$ cat src/rtl/rk_pkg.sv
// Shared constants and types for the remote key decoder.
package rk_pkg;
    localparam int KEY_COUNT = 6;
    localparam int OVERSAMPLE = 16;

    typedef logic [KEY_COUNT-1:0] key_vec_t;

    typedef enum logic [1:0] {
        RX_IDLE  = 2'd0,
        RX_START = 2'd1,
        RX_DATA  = 2'd2,
        RX_STOP  = 2'd3
    } rx_state_t;
endpackage

$ cat src/rtl/rk_baud_tick.sv
// Free-running oversampling tick generator.
// Emits a one-cycle tick every DIV clocks, which is 16 ticks per bit.
// Assumes CLK_HZ is at least 16*BAUD so that DIV >= 1.
module rk_baud_tick #(
    parameter int CLK_HZ = 250_000_000,
    parameter int BAUD   = 9600
) (
    input  logic clk,
    input  logic rst_n,
    output logic tick
);
    import rk_pkg::*;

    localparam int DIV_RAW = CLK_HZ / (BAUD * OVERSAMPLE);
    localparam int DIV     = (DIV_RAW < 1) ? 1 : DIV_RAW;
    localparam int DIV_W   = (DIV > 1) ? $clog2(DIV) : 1;

    logic [DIV_W-1:0] div_cnt;

    // Count clocks and wrap at DIV-1, raising tick on the wrap.
    always_ff @(posedge clk) begin
        if (!rst_n) begin
            div_cnt <= '0;
            tick    <= 1'b0;
        end else if (div_cnt == DIV_W'(DIV - 1)) begin
            div_cnt <= '0;
            tick    <= 1'b1;
        end else begin
            div_cnt <= div_cnt + 1'b1;
            tick    <= 1'b0;
        end
    end
endmodule

$ cat src/rtl/rk_uart_rx.sv
// 8N1 character receiver with mid-bit sampling on a 16x tick.
// A start is armed only on a high-to-low transition seen on ticks, and it is
// confirmed low at its midpoint. The stop bit decides between byte_strobe and
// ferr_strobe. Assumes rx_line is asynchronous; it is synchronised here.
module rk_uart_rx (
    input  logic       clk,
    input  logic       rst_n,
    input  logic       tick,
    input  logic       rx_line,
    output logic [7:0] rx_byte,
    output logic       byte_strobe,
    output logic       ferr_strobe
);
    import rk_pkg::*;

    localparam int CNT_W = $clog2(OVERSAMPLE);
    localparam logic [CNT_W-1:0] MID_CNT  = CNT_W'(OVERSAMPLE / 2 - 1);
    localparam logic [CNT_W-1:0] LAST_CNT = CNT_W'(OVERSAMPLE - 1);

    logic [1:0]       sync_q;
    logic             line_s;
    logic             prev_s;
    rx_state_t        state;
    logic [CNT_W-1:0] os_cnt;
    logic [2:0]       bit_idx;
    logic [7:0]       shift_q;

    assign line_s = sync_q[1];

    // Two-flop synchroniser, idle high.
    always_ff @(posedge clk) begin
        if (!rst_n) sync_q <= 2'b11;
        else        sync_q <= {sync_q[0], rx_line};
    end

    // Line level seen on the previous tick, for start-edge detection.
    always_ff @(posedge clk) begin
        if (!rst_n)    prev_s <= 1'b1;
        else if (tick) prev_s <= line_s;
    end

    // Receive state machine: start check, data shift, stop check.
    always_ff @(posedge clk) begin
        if (!rst_n) begin
            state       <= RX_IDLE;
            os_cnt      <= '0;
            bit_idx     <= '0;
            shift_q     <= '0;
            rx_byte     <= '0;
            byte_strobe <= 1'b0;
            ferr_strobe <= 1'b0;
        end else begin
            byte_strobe <= 1'b0;
            ferr_strobe <= 1'b0;
            if (tick) begin
                unique case (state)
                    RX_IDLE: begin
                        if (prev_s && !line_s) begin
                            state  <= RX_START;
                            os_cnt <= '0;
                        end
                    end
                    RX_START: begin
                        if (os_cnt == MID_CNT) begin
                            os_cnt  <= '0;
                            bit_idx <= '0;
                            state   <= line_s ? RX_IDLE : RX_DATA;
                        end else begin
                            os_cnt <= os_cnt + 1'b1;
                        end
                    end
                    RX_DATA: begin
                        if (os_cnt == LAST_CNT) begin
                            os_cnt  <= '0;
                            shift_q <= {line_s, shift_q[7:1]};
                            bit_idx <= bit_idx + 1'b1;
                            if (bit_idx == 3'd7) state <= RX_STOP;
                        end else begin
                            os_cnt <= os_cnt + 1'b1;
                        end
                    end
                    RX_STOP: begin
                        if (os_cnt == LAST_CNT) begin
                            os_cnt <= '0;
                            state  <= RX_IDLE;
                            if (line_s) begin
                                rx_byte     <= shift_q;
                                byte_strobe <= 1'b1;
                            end else begin
                                ferr_strobe <= 1'b1;
                            end
                        end else begin
                            os_cnt <= os_cnt + 1'b1;
                        end
                    end
                    default: state <= RX_IDLE;
                endcase
            end
        end
    end

    // a character ends either good or framed badly, never both.
    p_one_outcome_r9: assert property (@(posedge clk) disable iff (!rst_n)
        !(byte_strobe && ferr_strobe));

    // a strobe can only follow a stop-bit sample on a tick.
    p_strobe_after_stop_r1: assert property (@(posedge clk) disable iff (!rst_n)
        (byte_strobe || ferr_strobe) |-> $past(state == RX_STOP && tick));
endmodule

$ cat src/rtl/rk_key_map.sv
// Fixed six-entry keycode table: byte in, one-hot key and hit flag out.
// Purely combinational; bit order is part of the block's interface.
module rk_key_map (
    input  logic             [7:0] code,
    output rk_pkg::key_vec_t       key_vec,
    output logic                   hit
);
    // Decode the byte into its one-hot key position.
    always_comb begin
        unique case (code)
            8'hC1:   key_vec = 6'b000001;
            8'hC2:   key_vec = 6'b000010;
            8'hC4:   key_vec = 6'b000100;
            8'hC8:   key_vec = 6'b001000;
            8'hD0:   key_vec = 6'b010000;
            8'hE0:   key_vec = 6'b100000;
            default: key_vec = 6'b000000;
        endcase
        hit = |key_vec;
    end
endmodule

$ cat src/rtl/rk_repeat_class.sv
// Repeat/new-press classifier with registered key outputs.
// A saturating timer measures clocks since the last reported key. An equal
// code inside the window is a repeat. An unknown byte forgets the last code.
module rk_repeat_class #(
    parameter int REPEAT_CYCLES = 125_000_000
) (
    input  logic             clk,
    input  logic             rst_n,
    input  logic             byte_strobe,
    input  logic             hit,
    input  rk_pkg::key_vec_t key_vec,
    output logic             key_valid,
    output rk_pkg::key_vec_t key_id,
    output logic             key_repeat
);
    import rk_pkg::*;

    localparam int GAP_W = $clog2(REPEAT_CYCLES + 1);
    localparam logic [GAP_W-1:0] GAP_MAX = GAP_W'(REPEAT_CYCLES);

    logic [GAP_W-1:0] gap_cnt;
    key_vec_t         last_key;
    logic             have_last;
    logic             is_repeat;

    assign is_repeat = have_last && (key_vec == last_key) && (gap_cnt < GAP_MAX);

    // Saturating timer since the last reported key, restarted on each one.
    always_ff @(posedge clk) begin
        if (!rst_n)                   gap_cnt <= GAP_MAX;
        else if (byte_strobe && hit)  gap_cnt <= '0;
        else if (gap_cnt != GAP_MAX)  gap_cnt <= gap_cnt + 1'b1;
    end

    // Tracking of the last reported code; unknown bytes forget it.
    always_ff @(posedge clk) begin
        if (!rst_n) begin
            last_key  <= '0;
            have_last <= 1'b0;
        end else if (byte_strobe) begin
            last_key  <= key_vec;
            have_last <= hit;
        end
    end

    // Output register: the strobe pulses and id/repeat update together.
    always_ff @(posedge clk) begin
        if (!rst_n) begin
            key_valid  <= 1'b0;
            key_id     <= '0;
            key_repeat <= 1'b0;
        end else begin
            key_valid <= byte_strobe && hit;
            if (byte_strobe && hit) begin
                key_id     <= key_vec;
                key_repeat <= is_repeat;
            end
        end
    end

    // the gap timer never passes the window limit.
    p_gap_bounded_r7: assert property (@(posedge clk) disable iff (!rst_n)
        gap_cnt <= GAP_MAX);

    // a repeat is only reported when the timer was inside the window.
    p_repeat_in_window_r6: assert property (@(posedge clk) disable iff (!rst_n)
        (key_valid && key_repeat) |-> $past(gap_cnt < GAP_MAX));
endmodule

$ cat src/rtl/remote_key_decoder.sv
// Top of the wired-remote keycode decoder.
// Chain: tick generator -> 8N1 receiver -> key table -> repeat classifier.
// The repeat window is REPEAT_MS milliseconds of CLK_HZ clocks.
module remote_key_decoder #(
    parameter int CLK_HZ    = 250_000_000,
    parameter int BAUD      = 9600,
    parameter int REPEAT_MS = 500
) (
    input  logic       clk,
    input  logic       rst_n,
    input  logic       rx_line,
    output logic       key_valid,
    output logic [5:0] key_id,
    output logic       key_repeat,
    output logic       frame_error
);
    import rk_pkg::*;

    localparam int REPEAT_CYCLES = (CLK_HZ / 1000) * REPEAT_MS;

    logic     tick;
    logic [7:0] rx_byte;
    logic     byte_strobe;
    logic     ferr_strobe;
    key_vec_t key_vec;
    logic     hit;

    rk_baud_tick #(.CLK_HZ(CLK_HZ), .BAUD(BAUD)) u_tick (
        .clk(clk), .rst_n(rst_n), .tick(tick)
    );

    rk_uart_rx u_rx (
        .clk(clk), .rst_n(rst_n), .tick(tick), .rx_line(rx_line),
        .rx_byte(rx_byte), .byte_strobe(byte_strobe), .ferr_strobe(ferr_strobe)
    );

    rk_key_map u_map (
        .code(rx_byte), .key_vec(key_vec), .hit(hit)
    );

    rk_repeat_class #(.REPEAT_CYCLES(REPEAT_CYCLES)) u_class (
        .clk(clk), .rst_n(rst_n), .byte_strobe(byte_strobe), .hit(hit),
        .key_vec(key_vec), .key_valid(key_valid), .key_id(key_id),
        .key_repeat(key_repeat)
    );

    assign frame_error = ferr_strobe;

    // the key strobe never lasts two cycles.
    p_strobe_single_r4: assert property (@(posedge clk) disable iff (!rst_n)
        key_valid |=> !key_valid);

    // every strobe carries exactly one key bit.
    p_id_onehot_r3: assert property (@(posedge clk) disable iff (!rst_n)
        key_valid |-> $countones(key_id) == 1);

    // identifier and repeat flag hold between strobes.
    p_id_stable_r5: assert property (@(posedge clk) disable iff (!rst_n)
        !key_valid |-> ($stable(key_id) && $stable(key_repeat)));

    // a framing error is never reported together with a key.
    p_ferr_no_key_r9: assert property (@(posedge clk) disable iff (!rst_n)
        frame_error |-> !key_valid);
endmodule

$ cat config.mk
export PLATFORM = sky130hd
export DESIGN_NAME = remote_key_decoder
export DESIGN_NICKNAME = d
export VERILOG_FILES = /design/src/rtl/rk_pkg.sv /design/src/rtl/rk_baud_tick.sv /design/src/rtl/rk_uart_rx.sv /design/src/rtl/rk_key_map.sv /design/src/rtl/rk_repeat_class.sv /design/src/rtl/remote_key_decoder.sv
export SDC_FILE = /design/constraint.sdc
export NUM_CORES = 1
export LEC_CHECK = 0
export BUFFER_PORTS_ARGS = -buffer_cell sky130_fd_sc_hd__buf_4
export CORE_UTILIZATION = 60
export DETAILED_ROUTE_END_ITERATION = 10
export PLACE_DENSITY = 0.81
export SLEW_MARGIN = 5
export SYNTH_ARGS = -nofsm -noshare
export SYNTH_HDL_FRONTEND = slang
export SYNTH_SLANG_ARGS = --single-unit
export TNS_END_PERCENT = 20
$ cat constraint.sdc
create_clock -name clk -period 5.85 [get_ports clk]
set_input_delay 0.585 -clock clk [delete_from_list [all_inputs] [get_ports clk]]
set_output_delay 0.585 -clock clk [all_outputs]
set_load 0.03 [all_outputs]
# == Yosys cells after proc, flatten, opt, wreduce, memory -nomap -nowiden ==
# Cells that the tools add are included.
# totals
inputBits,3
ff_bits,84
wordCells,82
output_inout_bits,9
# op_classes
eq_ne,20
reduce_logical,18
addsub,4
bitwise,1
mux,20
order_cmp,1
# op_table
op,count
2-to-1 mux 27 bit,2
"== test 8 bit, second input constant",6
one-hot mux 6 bit (6 select lines),1
"adder 27 x 1 -> 27 bit, second input constant",1
"< comparator 27 bit, second input constant",1
"inequality test 27 bit, second input constant",1
2-to-1 mux 2 bit,6
2-to-1 mux 4 bit,3
one-hot mux 4 bit (3 select lines),1
AND reduction 4 bit,3
"adder 11 x 1 -> 11 bit, second input constant",1
"== test 11 bit, second input constant",1
"inequality test 2 x 1 -> 1 bit, second input constant",5
one-hot mux 2 bit (4 select lines),1
== test 6 bit,1
2-to-1 mux 3 bit,2
one-hot mux 3 bit (2 select lines),1
AND reduction 6 bit,1
OR reduction 2 bit,3
OR reduction 6 bit,1
"adder 4 x 1 -> 4 bit, second input constant",1
"== test 2 bit, second input constant",2
"== test 4 x 3 -> 1 bit, second input constant",1
"== test 4 bit, second input constant",1
other kinds (11),17

# == Longest topological paths before layout ==
# depth
word_depth,5
depth_mapped,9
depth_no_buf,8

# == By module ==
# From an unflattened synthesis, not the netlist that was laid out.
# hier_totals
cells_unflattened,467
hier_area_um2,4113.9
# modules_own_cells
module,area_each_um2,cells_each,n_inst
rk_repeat_class,2079.5,256,1
rk_uart_rx,1295.0,137,1
rk_baud_tick,563.0,57,1
rk_key_map,176.4,17,1

# == Worst setup path before layout ==
# OpenSTA, ideal clock, no wires.
# synth_path
kind,reg2reg
startpoint,reg u_class.gap_cnt[8]
endpoint,reg u_class.gap_cnt[26]
n_path_buf,1
t_arrival_ns,1.797
stages_incl_launch_ff,8
synth_period_minus_slack_ns,1.924
t_required_ns,5.722
path_slack_ns,3.926
cell_sequence,dfxtp_1 -> and3_4 -> nand4_4 -> or4_4 -> buf_6 -> nor3_2 -> mux2i_1 -> nand2_1
# synth_between
elab_chain_len,3
elab_cells_between_ends,5
classes_between,add/sub (1); eq/ne (1); mux (2); reduce/logical (1)
# synth_lines
item,line,source
"start, declared",rk_repeat_class.sv:21,logic [GAP_W-1:0] gap_cnt;
"start signal, assigned",rk_repeat_class.sv:32,else if (gap_cnt != GAP_MAX) gap_cnt <= gap_cnt + 1'b1;
adder 27 x 1 -> 27 bit,rk_repeat_class.sv:32,
2-to-1 mux 27 bit,rk_repeat_class.sv:32,
2-to-1 mux 27 bit,rk_repeat_class.sv:31,else if (byte_strobe && hit) gap_cnt <= '0;
# Parallel ways exist; a longest one is shown, timed or not. The select of a mux whose other input is x is not followed.
# A chain may end at the register's enable or synchronous reset.

# == Worst setup path after layout ==
# layout_path
startpoint,reg u_rx.rx_byte[2]
endpoint,reg u_class.gap_cnt[19]
# layout_between
elab_chain_len,5
elab_cells_between_ends,10
classes_between,eq/ne (6); mux (1); reduce/logical (3)
# layout_lines
item,line,source
"start, declared",rk_uart_rx.sv:10,"output logic [7:0] rx_byte,"
"start signal, assigned",rk_uart_rx.sv:87,rx_byte <= shift_q;
== test 8 bit,rk_key_map.sv:10,unique case (code)
one-hot mux 6 bit (6 select lines) (*),rk_key_map.sv:10,
OR reduction 6 bit (*),rk_key_map.sv:19,hit = |key_vec;
logical AND 1 bit (*),rk_repeat_class.sv:31,
OR reduction 2 bit (no source line) (*),n/a,
# Mark *: on every way between the ends. The rest lies on a longest branch, timed or not.

==> impl_metrics.xml <==
<?xml version="1.0" encoding="UTF-8"?>
<metrics>
  <group name="cts">
    <metric name="clk_path_buf_depth" unit="">2</metric>
    <metric name="cts.repair.resized" unit="">0</metric>
    <metric name="ctsHtreeMaxLevel" unit="">3</metric>
    <metric name="insertion_delay" unit="ns">0.35</metric>
    <metric name="cts-hold-fix-buffers" unit="">0</metric>
    <metric name="tritoncts_num_sinks" unit="">84</metric>
    <metric name="tritoncts.num_buffers" unit="">9</metric>
    <metric name="postcts_setup_bufs" unit="">0</metric>
    <metric name="cts_tree" unit="">yes</metric>
    <metric name="cts.clk_slew.worst_paths" unit="ns">0.08</metric>
    <metric name="clock_tree.root_cell" unit="">sky130_fd_sc_hd__clkbuf_8</metric>
  </group>
  <group name="critical_path">
    <metric name="worst-r2r-setup-slack" unit="ns">3.27</metric>
    <metric name="timing.critical_path.arrival" unit="ns">2.80</metric>
    <metric name="standard_cell_with_the_maximum_stage_delay_on_the_critical_path" unit="">sky130_fd_sc_hd__nor4bb_1</metric>
    <metric name="cp.required" unit="ns">6.07</metric>
    <metric name="worst_setup_path_startpoint" unit="">u_rx.rx_byte[2]$_SDFFE_PN0P_</metric>
    <metric name="timing.critical_path.fanout_max" unit="">16</metric>
    <metric name="critical_path.reg2reg.startpoint" unit="">u_rx.rx_byte[2]$_SDFFE_PN0P_</metric>
    <metric name="setup.worst_path.end" unit="">u_class.gap_cnt[19]$_SDFFE_PP0N_</metric>
    <metric name="worst_r2r_endpoint" unit="">u_class.gap_cnt[19]$_SDFFE_PP0N_</metric>
    <metric name="worst_path_largest_cell_delay" unit="ns">0.86</metric>
    <metric name="cp-start-kind" unit="">flip-flop</metric>
    <metric name="crit_path_end_kind" unit="">flip-flop</metric>
    <metric name="timing_worst_setup_path_type" unit="">reg -&gt; reg</metric>
    <metric name="path_cells" unit="">nor4bb_1, nand4_1, o211ai_1, buf_4, nand2b_1, nor2_1</metric>
    <metric name="rr_worst_depth" unit="">6</metric>
  </group>
  <group name="sta">
    <metric name="clock_skew_after_layout" unit="ns">0.0103</metric>
    <metric name="maxSlewViolCount" unit="">0</metric>
    <metric name="tightestPinTransition" unit="ns">0.970</metric>
    <metric name="hold_viol_final" unit="">0</metric>
    <metric name="grt_setup_unrepaired" unit="">false</metric>
    <metric name="fin_setup_tns" unit="ns">0</metric>
    <metric name="final.min_clock_period" unit="ns">2.58</metric>
    <metric name="max_freq" unit="MHz">388</metric>
    <metric name="timing.max_slew.rel_slack" unit="%">34.5</metric>
    <metric name="finalSetupViolCount" unit="">0</metric>
    <metric name="layout_worst_path_cycle_share" unit="%">44.1</metric>
  </group>
  <group name="placed_design">
    <metric name="finalWeightedCongestion" unit="">0.841</metric>
    <metric name="place_hpwl" unit="mm">5.33</metric>
    <metric name="io_buffers" unit="">11</metric>
  </group>
  <group name="floorplan">
    <metric name="fp.coreArea" unit="µm²">6350</metric>
    <metric name="start_util" unit="%">62.1</metric>
    <metric name="die-height" unit="µm">83.1</metric>
    <metric name="die_w" unit="µm">83.1</metric>
    <metric name="top_level_ports" unit="">12</metric>
    <metric name="fp-row-count" unit="">29</metric>
    <metric name="die_area" unit="µm²">6910</metric>
  </group>
  <group name="detailed_routing">
    <metric name="drt-initial-drc-count" unit="">228</metric>
    <metric name="route.final.wire_length" unit="mm">7.50</metric>
    <metric name="route.vias.total" unit="">3140</metric>
    <metric name="route.detailed.vias_per_inst" unit="">5.85</metric>
    <metric name="post-route-drc-count" unit="">0</metric>
    <metric name="routed_wire_length_per_instance" unit="µm">14.0</metric>
    <metric name="drt.antenna.violating_nets" unit="">0</metric>
    <metric name="drt_pre_antenna_iters" unit="">5</metric>
  </group>
  <group name="hold_path">
    <metric name="worstHoldPathType" unit="">reg -&gt; reg</metric>
  </group>
  <group name="yosys">
    <metric name="synth.yosys.seq_area_share" unit="%">42.6</metric>
    <metric name="synth.lib_cells_used.distinct" unit="">57</metric>
    <metric name="syn-mean-instance-area" unit="µm²">8.73</metric>
    <metric name="async_flop_share" unit="%">0</metric>
    <metric name="synthesis.area" unit="µm²">3950</metric>
    <metric name="ys_seq_elements" unit="">84</metric>
    <metric name="synthesis.yosys.warnings" unit="">0</metric>
    <metric name="syn_inst" unit="">452</metric>
    <metric name="syn_nets" unit="">466</metric>
    <metric name="synth-edff-count" unit="">0</metric>
    <metric name="synth_top_flop_cell" unit="">sky130_fd_sc_hd__dfxtp_1</metric>
  </group>
  <group name="final_layout">
    <metric name="area_growth_syn_to_layout" unit="%">7.07</metric>
    <metric name="layout_common_cells" unit="">sky130_fd_sc_hd__dfxtp_1 (84), sky130_fd_sc_hd__nor2_1 (72), sky130_fd_sc_hd__nand2_1 (38)</metric>
    <metric name="ff_latch_area" unit="µm²">1680</metric>
    <metric name="multi_input_comb_area" unit="µm²">2110</metric>
    <metric name="final.fill_count" unit="">526</metric>
    <metric name="diodes" unit="">0</metric>
    <metric name="finish.utilization" unit="%">66.5</metric>
    <metric name="mostFrequentLayoutCell" unit="">sky130_fd_sc_hd__dfxtp_1</metric>
    <metric name="drive_above_1_share" unit="%">8.91</metric>
    <metric name="layout.nets" unit="">470</metric>
  </group>
  <group name="global_route">
    <metric name="grt_first_pass_wirelength" unit="mm">13.2</metric>
    <metric name="grtUsageTotal" unit="%">23.2</metric>
    <metric name="antenna_violations_before_repair" unit="">0</metric>
    <metric name="grt_start_max_net_pins" unit="">26</metric>
    <metric name="grt_pass1_vias" unit="">2969</metric>
    <metric name="gr-total-overflow" unit="">0</metric>
  </group>
  <group name="run">
    <metric name="drv_cap" unit="">0</metric>
  </group>
  <group name="power_and_ir_drop">
    <metric name="power_density" unit="nW/µm²">239</metric>
    <metric name="vdd.ir_drop.worst" unit="µV">166</metric>
    <metric name="cellLeakagePower" unit="nW">1.67</metric>
  </group>
  <group name="status">
    <metric name="status" unit="">finished clean</metric>
  </group>
</metrics>
-- synthesized netlist by cell type (all sizes together) (2+ instances only) --
cell	n	share of area [%]
a31oi	3	0.48
nand4b	3	0.67
or4	3	0.67
nor4b	4	0.89
buf	9	1.5
nand3	20	2.5
nand2	38	3.6
nand2b	5	0.79
nor2	72	6.8
and2	2	0.32
a21oi	19	2.4
and3b	2	0.44
mux2i	22	5.6
nor2b	5	0.79
nand4	16	2.9
xnor2	17	3.8
xor2	18	4.0
dfxtp	84	43
nor4	5	1.3
inv	14	1.3
nor3	10	1.4
or2	3	0.48
a32o	3	0.76
a22oi	2	0.38
a211oi	2	0.38
or3	4	0.63
o211ai	2	0.38
o21ai	22	2.9
and3	4	0.76
clkbuf	11	1.0
ha	11	3.5
and4bb	2	0.63
nor3b	3	0.70
-- flip-flops by register name, indices dropped and copies added, names as in the netlist, 2 cells and up, named ones only --
| signal | count |
|---|---|
| u_class.gap_cnt | 27 |
| u_class.last_key | 6 |
| u_rx.shift_q | 8 |
| u_rx.sync_q | 2 |
| u_class.key_id | 6 |
| u_tick.div_cnt | 11 |
| u_rx.os_cnt | 4 |
| u_rx.rx_byte | 8 |
| u_rx.bit_idx | 3 |
-- critical path: cells and delay by family, from the launching register on --
family / cells / cell delay (ns)
flip-flops: 1 / 0.38
AO/OA/AOI/OAI: 1 / 0.13
buffers and inverters: 1 / 0.23
AND/OR/NAND/NOR: 4 / 1.70
-- routing by layer --
layer	vias to the layer above	wire, µm	part of all wire (%)	track usage (%)
met4	0	107	1.4	9.72
met3	11	235	3.1	3.48
li1	1582	-	-	-
met5	-	0	0	0
met1	1483	3520	47	29.8
met2	64	3640	48	38.8
-- how the worst min path moves through the flow --
stage | from | endpoint | slack (ns) | cells after the start
CTS | rx_line | u_rx.sync_q[0]$_SDFF_PN1_ | 0.40 | 2
detailed placement | u_rx.sync_q[0]$_SDFF_PN1_ | u_rx.sync_q[1]$_SDFF_PN1_ | 0.39 | 1
finish | u_rx.sync_q[0]$_SDFF_PN1_ | u_rx.sync_q[1]$_SDFF_PN1_ | 0.41 | 1
global route | rx_line | u_rx.sync_q[0]$_SDFF_PN1_ | 0.44 | 2
global placement | u_rx.sync_q[0]$_SDFF_PN1_ | u_rx.sync_q[1]$_SDFF_PN1_ | 0.39 | 1
floorplan | u_rx.sync_q[0]$_SDFF_PN1_ | u_rx.sync_q[1]$_SDFF_PN1_ | 0.39 | 1
-- power by group --
group	total, W	internal [W]	switching (W)
combinational	0.0000338	0.0000125	0.0000213
clock	0.000396	0.000207	0.000189
sequential	0.000580	0.000576	0.00000403
-- cell families (layout without fill, tap and decap cells) --
family	after synthesis	after routing	share of synthesized area (%)
mux	23	23	5.87
xor+xnor	35	35	7.77
flops	84	84	42.6
buf+inv	35	43	3.93
compound gates	59	59	9.00
simple gates	205	205	27.3
fa+ha+maj	11	11	3.49
-- cell type report --
cell class / instances / area share (%)
Inverter: 15 / 1.33
Sequential cell: 84 / 39.8
Multi-Input combinational cell: 333 / 49.9
Timing Repair Buffer: 13 / 2.31
Clock buffer: 13 / 3.52
Clock inverter: 2 / 0.829
Tap cell: 77 / 2.28
-- per-stage QoR --
stage                     instances  worst slack [ns]  area (µm²)  total power (W)  hold slack, ns
after floorplan                 452              3.93        3950         0.000620           0.386
after global placement          522              3.43        4040         0.000625           0.392
after detailed placement        522              3.32        4040         0.000627           0.392
after CTS                       537              3.30        4230          0.00102           0.403
after global routing            537              3.01        4230          0.00104           0.440
final                           537              3.27        4230          0.00101           0.407
Power figures use the tool's default switching activity.
